**src/rtl/llsc_pkg.sv**
```systemverilog
package llsc_pkg;
  typedef enum logic [1:0] {
    OP_LOAD  = 2'd0,
    OP_STORE = 2'd1,
    OP_LL    = 2'd2,
    OP_SC    = 2'd3
  } llsc_op_e;
endpackage

```
**src/rtl/llsc_evict_stage.sv**
```systemverilog
module llsc_evict_stage #(
  parameter int N_REQ  = 4,
  parameter int ADDR_W = 4
) (
  input  logic [N_REQ-1:0]        rv_i,
  input  logic [N_REQ*ADDR_W-1:0] ra_i,
  input  logic                    evict_valid_i,
  input  logic [ADDR_W-1:0]       evict_addr_i,
  output logic [N_REQ-1:0]        rv_o
);
  for (genvar j = 0; j < N_REQ; j++) begin : g_slot
    assign rv_o[j] = rv_i[j] &&
                     !(evict_valid_i && (ra_i[j*ADDR_W +: ADDR_W] == evict_addr_i));
  end
endmodule

```
**src/rtl/llsc_req_stage.sv**
```systemverilog
module llsc_req_stage
  import llsc_pkg::*;
#(
  parameter int N_REQ  = 4,
  parameter int ADDR_W = 4,
  parameter int DATA_W = 32,
  parameter int IDX    = 0,
  localparam int DEPTH = 1 << ADDR_W,
  localparam int MEM_W = DEPTH * DATA_W
) (
  input  logic                    valid_i,
  input  logic [1:0]              op_i,
  input  logic [ADDR_W-1:0]       addr_i,
  input  logic [DATA_W-1:0]       wdata_i,
  input  logic [MEM_W-1:0]        mem_i,
  input  logic [N_REQ-1:0]        rv_i,
  input  logic [N_REQ*ADDR_W-1:0] ra_i,
  output logic [MEM_W-1:0]        mem_o,
  output logic [N_REQ-1:0]        rv_o,
  output logic [N_REQ*ADDR_W-1:0] ra_o,
  output logic [DATA_W-1:0]       rdata_o,
  output logic                    sc_ok_o
);
  logic own;
  logic wr;

  assign own = rv_i[IDX] && (ra_i[IDX*ADDR_W +: ADDR_W] == addr_i);

  always_comb begin
    mem_o   = mem_i;
    rv_o    = rv_i;
    ra_o    = ra_i;
    sc_ok_o = 1'b0;
    wr      = 1'b0;
    rdata_o = '0;
    if (valid_i) begin
      rdata_o = mem_i[addr_i*DATA_W +: DATA_W];
      case (llsc_op_e'(op_i))
        OP_STORE: wr = 1'b1;
        OP_LL: begin
          rv_o[IDX] = 1'b1;
          ra_o[IDX*ADDR_W +: ADDR_W] = addr_i;
        end
        OP_SC: begin
          rv_o[IDX] = 1'b0;
          sc_ok_o   = own;
          wr        = own;
        end
        default: ;
      endcase
    end
    if (wr) begin
      mem_o[addr_i*DATA_W +: DATA_W] = wdata_i;
      for (int j = 0; j < N_REQ; j++) begin
        if (j != IDX && ra_i[j*ADDR_W +: ADDR_W] == addr_i) rv_o[j] = 1'b0;
      end
    end
  end


  sc_fail_no_write_chk: assert final (!(valid_i && op_i == 2'd3 && !sc_ok_o) || mem_o == mem_i);
endmodule

```
**src/rtl/llsc_monitor.sv**
```systemverilog
module llsc_monitor
  import llsc_pkg::*;
#(
  parameter int N_REQ  = 4,
  parameter int ADDR_W = 4,
  parameter int DATA_W = 32,
  localparam int DEPTH = 1 << ADDR_W,
  localparam int MEM_W = DEPTH * DATA_W
) (
  input  logic                    clk_i,
  input  logic                    rst_ni,
  input  logic [N_REQ-1:0]        req_valid_i,
  input  logic [2*N_REQ-1:0]      req_op_i,
  input  logic [N_REQ*ADDR_W-1:0] req_addr_i,
  input  logic [N_REQ*DATA_W-1:0] req_wdata_i,
  input  logic                    evict_valid_i,
  input  logic [ADDR_W-1:0]       evict_addr_i,
  output logic [N_REQ-1:0]        resp_valid_o,
  output logic [N_REQ*DATA_W-1:0] resp_rdata_o,
  output logic [N_REQ-1:0]        resp_sc_ok_o
);
  logic [MEM_W-1:0]        mem_q;
  logic [N_REQ-1:0]        rv_q;
  logic [N_REQ*ADDR_W-1:0] ra_q;

  logic [MEM_W-1:0]        mem_c [N_REQ+1];
  logic [N_REQ-1:0]        rv_c  [N_REQ+1];
  logic [N_REQ*ADDR_W-1:0] ra_c  [N_REQ+1];
  logic [N_REQ*DATA_W-1:0] rdata_d;
  logic [N_REQ-1:0]        sc_ok_d;

  assign mem_c[0] = mem_q;
  assign ra_c[0]  = ra_q;

  llsc_evict_stage #(.N_REQ(N_REQ), .ADDR_W(ADDR_W)) evict_i (
    .rv_i          (rv_q),
    .ra_i          (ra_q),
    .evict_valid_i (evict_valid_i),
    .evict_addr_i  (evict_addr_i),
    .rv_o          (rv_c[0])
  );

  // Priority chain: stage i sees the effects of stages 0..i-1
  for (genvar i = 0; i < N_REQ; i++) begin : g_req
    llsc_req_stage #(.N_REQ(N_REQ), .ADDR_W(ADDR_W), .DATA_W(DATA_W), .IDX(i)) stage_i (
      .valid_i (req_valid_i[i]),
      .op_i    (req_op_i[2*i +: 2]),
      .addr_i  (req_addr_i[i*ADDR_W +: ADDR_W]),
      .wdata_i (req_wdata_i[i*DATA_W +: DATA_W]),
      .mem_i   (mem_c[i]),
      .rv_i    (rv_c[i]),
      .ra_i    (ra_c[i]),
      .mem_o   (mem_c[i+1]),
      .rv_o    (rv_c[i+1]),
      .ra_o    (ra_c[i+1]),
      .rdata_o (rdata_d[i*DATA_W +: DATA_W]),
      .sc_ok_o (sc_ok_d[i])
    );
  end

  always_ff @(posedge clk_i or negedge rst_ni) begin
    if (!rst_ni) begin
      mem_q        <= '0;
      rv_q         <= '0;
      ra_q         <= '0;
      resp_valid_o <= '0;
      resp_rdata_o <= '0;
      resp_sc_ok_o <= '0;
    end else begin
      mem_q        <= mem_c[N_REQ];
      rv_q         <= rv_c[N_REQ];
      ra_q         <= ra_c[N_REQ];
      resp_valid_o <= req_valid_i;
      resp_rdata_o <= rdata_d;
      resp_sc_ok_o <= sc_ok_d;
    end
  end

  logic any_wr;
  always_comb begin
    any_wr = 1'b0;
    for (int i = 0; i < N_REQ; i++) begin
      if (req_valid_i[i] && (req_op_i[2*i +: 2] == 2'd1 || req_op_i[2*i +: 2] == 2'd3))
        any_wr = 1'b1;
    end
  end


  mem_hold_chk: assert property (@(posedge clk_i) disable iff (!rst_ni)
    !$past(any_wr) |-> $stable(mem_q));

  for (genvar i = 0; i < N_REQ; i++) begin : g_chk

    ok_only_sc_chk: assert property (@(posedge clk_i) disable iff (!rst_ni)
      resp_sc_ok_o[i] |-> resp_valid_o[i] && $past(req_op_i[2*i +: 2] == 2'd3));

    sc_consume_chk: assert property (@(posedge clk_i) disable iff (!rst_ni)
      $past(req_valid_i[i] && req_op_i[2*i +: 2] == 2'd3) |-> !rv_q[i]);

    evict_clear_chk: assert property (@(posedge clk_i) disable iff (!rst_ni)
      ($past(evict_valid_i) && rv_q[i] && ra_q[i*ADDR_W +: ADDR_W] == $past(evict_addr_i))
      |-> $past(req_valid_i[i] && req_op_i[2*i +: 2] == 2'd2 &&
                req_addr_i[i*ADDR_W +: ADDR_W] == evict_addr_i));
    if (i == N_REQ - 1) begin : g_last

      ll_set_chk: assert property (@(posedge clk_i) disable iff (!rst_ni)
        $past(req_valid_i[i] && req_op_i[2*i +: 2] == 2'd2)
        |-> rv_q[i] && ra_q[i*ADDR_W +: ADDR_W] == $past(req_addr_i[i*ADDR_W +: ADDR_W]));
    end
  end
endmodule

```
**config.mk**
```make
export PLATFORM = sky130hd
export DESIGN_NAME = llsc_monitor
export DESIGN_NICKNAME = d
export VERILOG_FILES = /design/src/rtl/llsc_pkg.sv /design/src/rtl/llsc_evict_stage.sv /design/src/rtl/llsc_req_stage.sv /design/src/rtl/llsc_monitor.sv
export SDC_FILE = /design/constraint.sdc
export NUM_CORES = 2
export LEC_CHECK = 0
export BUFFER_PORTS_ARGS = -buffer_cell sky130_fd_sc_hd__clkbuf_2
export CORE_MARGIN = 4
export CORE_UTILIZATION = 35
export DETAILED_ROUTE_END_ITERATION = 16
export GPL_ROUTABILITY_DRIVEN = 0
export PLACE_DENSITY = 0.54
export SLEW_MARGIN = 15
export SYNTH_ARGS = -nofsm -noshare
export SYNTH_HDL_FRONTEND = slang
export SYNTH_HIERARCHICAL = 1
export SYNTH_SLANG_ARGS = --single-unit
```
**constraint.sdc**
```tcl
create_clock -name clk_i -period 11.6 [get_ports clk_i]
set_input_delay 2.32 -clock clk_i [delete_from_list [all_inputs] [get_ports clk_i]]
set_output_delay 2.32 -clock clk_i [all_outputs]
set_load 0.02 [all_outputs]
```
==> flow_summary.yaml <==
layout:
  fin_area_sq_um: 68990
  num-fill-cells: 16944
  drive_gt1_frac: 0.5944
  final_util: 0.3871
  final_nets: 5109
  area_growth_pct: 10.10
worst_setup_path:
  required_ps: 12210
  criticalPathCategory: "in2reg"
  crit_slowest_cell: "nand2_4"
  start_kind: "primary input"
  worstPathCellList: "clkbuf_2 > xor2_1 > nor3_1 > a31oi_1 > nand2_1 > o31a_2 > nor2_1 > a21boi_0 > nand2_1 > o21a_4 > nor2_1 > a21boi_0 > nand2_1 > o31ai_1 > nand2_4 > mux2_1 > mux4_2 > a22oi_1 > a21boi_0"
  cp-end-kind: "register"
  reg2reg_depth: 18
  critPathArrivalTime_ps: 8910
  max_stage_delay_ps: 990
  crit_fanout: 32
sta:
  fin_ws_ps: 3303
  drv_slew: 0
  worst_pin_slew_ps: 1327
  hold_violations: 0
  grt_setup_unrepaired: "false"
  fin_crit_sh: 0.7152
  skew_ps: 47.56
  fmaxAchievable_mhz: 120.5
  setup_tns_ps: 0
  slew-limit-headroom: 0.1156
  setup_viol: 0
  period_needed_ps: 8297
grt:
  antenna_found_initial: 77
  met2_usage: 0.4821
  grt_pass1_vias: 53003
  grt_pass1_wl_um: 450700
  top_usage_layer: "met2"
  grt_util_met1: 0.4242
  grt_overflow: 0
  grt_util_all_layers: 0.3503
  grt_use_met3: 0.1576
  grt_max_degree: 156
synthesis:
  async_flop_share: 1.000
  synth_top_area_cell: "mux2_2"
  yosysMostFrequentCell: "mux2_2"
  ys_ff_latch: 668
  ys_seq_area_frac: 0.2668
  netlist_area_sq_um: 62660
  yosys.area.top_type_share: 0.2751
  synth_edf_count: 0
  postSynthCellCount: 5024
  synth_commonest_cells: "mux2_2, dfrtp_1, mux4_2"
  ys_warn_count: 6
  synth_flop_cell: "dfrtp_1"
  yosysUniqueCellTypes: 62
  netlist_top_cells_area: "mux2_2, dfrtp_1, mux4_2, mux2_4, mux2_1"
  avgSynthCellArea_sq_um: 12.47
  synth_nets: 5201
placement:
  place_area_sq_um: 65870
  io_buffers: 298
  dp_hpwl_um: 190200
  dpl_worst_slack_ps: 2794
floorplan:
  num_rows: 155
  die_h_um: 431.1
  die_w_um: 431.1
  initial_utilization: 0.3516
  pin_count: 299
  die-area_sq_um: 185900
  core_sq_um: 178200
min_path:
  hold_path_depth: 3
  worstHoldPathType: "reg2reg"
drt:
  num_vias: 53763
  final_antenna_net_count: 0
  drt_iter0_markers: 9480
  drtPass1Iterations: 8
  routedWlPerCell_um: 45.47
  wirelength_um: 336700
  avgViaCountPerCell: 7.260
  drc: 0
power_and_ir_drop:
  vdd_ir_drop_max_uv: 117.7
  powerDensity_nw_per_um2: 171.4
  leakagePower_uw: 0.02976
  p_total_uw: 11820
job:
  cap_violations: 0
clock_tree:
  clkSinkCount: 668
  postCtsSetupRepairBufs: 0
  clk_pin_slew_ps: 70
  cts_resized: 0
  cts_root_buf: "clkbuf_16"
  clock_path_buffers: 3
  cts_tree: "built"
  htree_levels: 3
  cts_buffers: 85
  clk-insertion-delay-late_ps: 740
  holdBufCountCts: 0
status:
  outcome: "finished, final reports clean"
-- layout make-up --
type	count	area [sq um]	share of cell area
Antenna cell	57	142.6	0.002068
Tap cell	2355	2947	0.04271
Timing Repair Buffer	427	2673	0.03874
Clock buffer	119	2480	0.03595
Clock inverter	29	488.0	0.007073
Multi-Input combinational cell	3728	43460	0.6300
Inverter	22	82.58	0.001197
Sequential cell	668	16720	0.2423
-- flip-flops by register name, summed over array words and instances, names as in the netlist --
| register | cells |
|---|---|
| mem_q | 512 |
| resp_rdata_o | 128 |
| ra_q | 16 |
| resp_sc_ok_o | 4 |
| resp_valid_o | 4 |
| rv_q | 4 |
-- per-stage QoR --
step	hold slack (ps)	std cells
after floorplan	609.7	5024
final	719.6	7405
after global placement	692.9	7199
after CTS	706.9	7348
after global routing	728.3	7372
after detailed placement	670.3	7200
-- critical path, delay by kind of cell --
| family | cells | cell delay, ps |
|---|---|---|
| buffers and inverters | 1 | 160 |
| xor gates and xnor gates | 1 | 180 |
| muxes | 2 | 1130 |
| AOI/OAI and AO/OA | 8 | 2940 |
| and+or+nand+nor | 7 | 2100 |
-- layout by cell type, fill, tap and decap left out, types with 12 or more instances in the layout --
cell / synthesis / routed
nor4_4: 12 / 12
nor3_1: 13 / 13
o22ai_1: 64 / 64
mux2_2: 1531 / 1531
dfrtp_1: 668 / 668
and2_1: 100 / 98
bufinv_16: 0 / 12
clkbuf_8: 0 / 15
clkbuf_1: 306 / 16
mux2i_1: 132 / 132
buf_4: 55 / 120
mux4_2: 512 / 512
nor2_4: 0 / 13
a22o_1: 12 / 12
a22oi_1: 128 / 128
clkbuf_2: 1 / 285
o21ai_0: 266 / 266
nand3_4: 0 / 13
and3_1: 129 / 129
mux2_1: 125 / 125
diode_2: 0 / 57
clkbuf_16: 0 / 89
nor2_1: 28 / 16
xor2_1: 64 / 63
a21boi_0: 76 / 76
mux2_4: 258 / 258
inv_1: 22 / 22
nor4_1: 16 / 16
nand2_1: 106 / 93
-- metal layers --
layer / part of all wire / wire [um] / vias up
met1: 0.35 / 118700 / 27355
li1: - / - / 19323
met2: 0.40 / 135800 / 5447
met5: 0.0013 / 449 / -
met4: 0.092 / 30940 / 38
met3: 0.15 / 50760 / 1600
-- kinds of logic (layout without fill, tap and decap cells) --
kind of cell / after synthesis / in the layout / synth area share
xor gates and xnor gates: 86 / 86 / 0.01334
DFF: 668 / 668 / 0.2668
muxes: 2558 / 2558 / 0.5645
AOI/OAI and AO/OA: 579 / 579 / 0.05789
other: 0 / 57 / 0
buffers and inverters: 628 / 597 / 0.04760
and+or+nand+nor: 491 / 491 / 0.04705
adders and majority gates: 14 / 14 / 0.002796
-- where the power goes --
| group | internal (uW) | switching [uW] | total, uW | leakage (uW) |
|---|---|---|---|---|
| logic | 3020 | 2450 | 5470 | 0.0196 |
| clock network | 1750 | 1210 | 2960 | 0.00144 |
| registers | 2980 | 402 | 3390 | 0.00869 |
-- path summary, 6_finish.rpt --
kind / slack (ps) / endpoint / from
setup / recovery: 3300 / resp_rdata_o[106] / evict_addr_i[3]
hold / removal: 720 / resp_sc_ok_o[0] / ra_q[3]
setup reg to reg: 4660 / resp_rdata_o[106] / ra_q[3]
hold reg to reg: 720 / resp_sc_ok_o[0] / ra_q[3]
max in group asynchronous: 7790 / resp_rdata_o[109] / rst_ni
min in group asynchronous: 1610 / ra_q[5] / rst_ni
(Power assumes the default switching activity.)
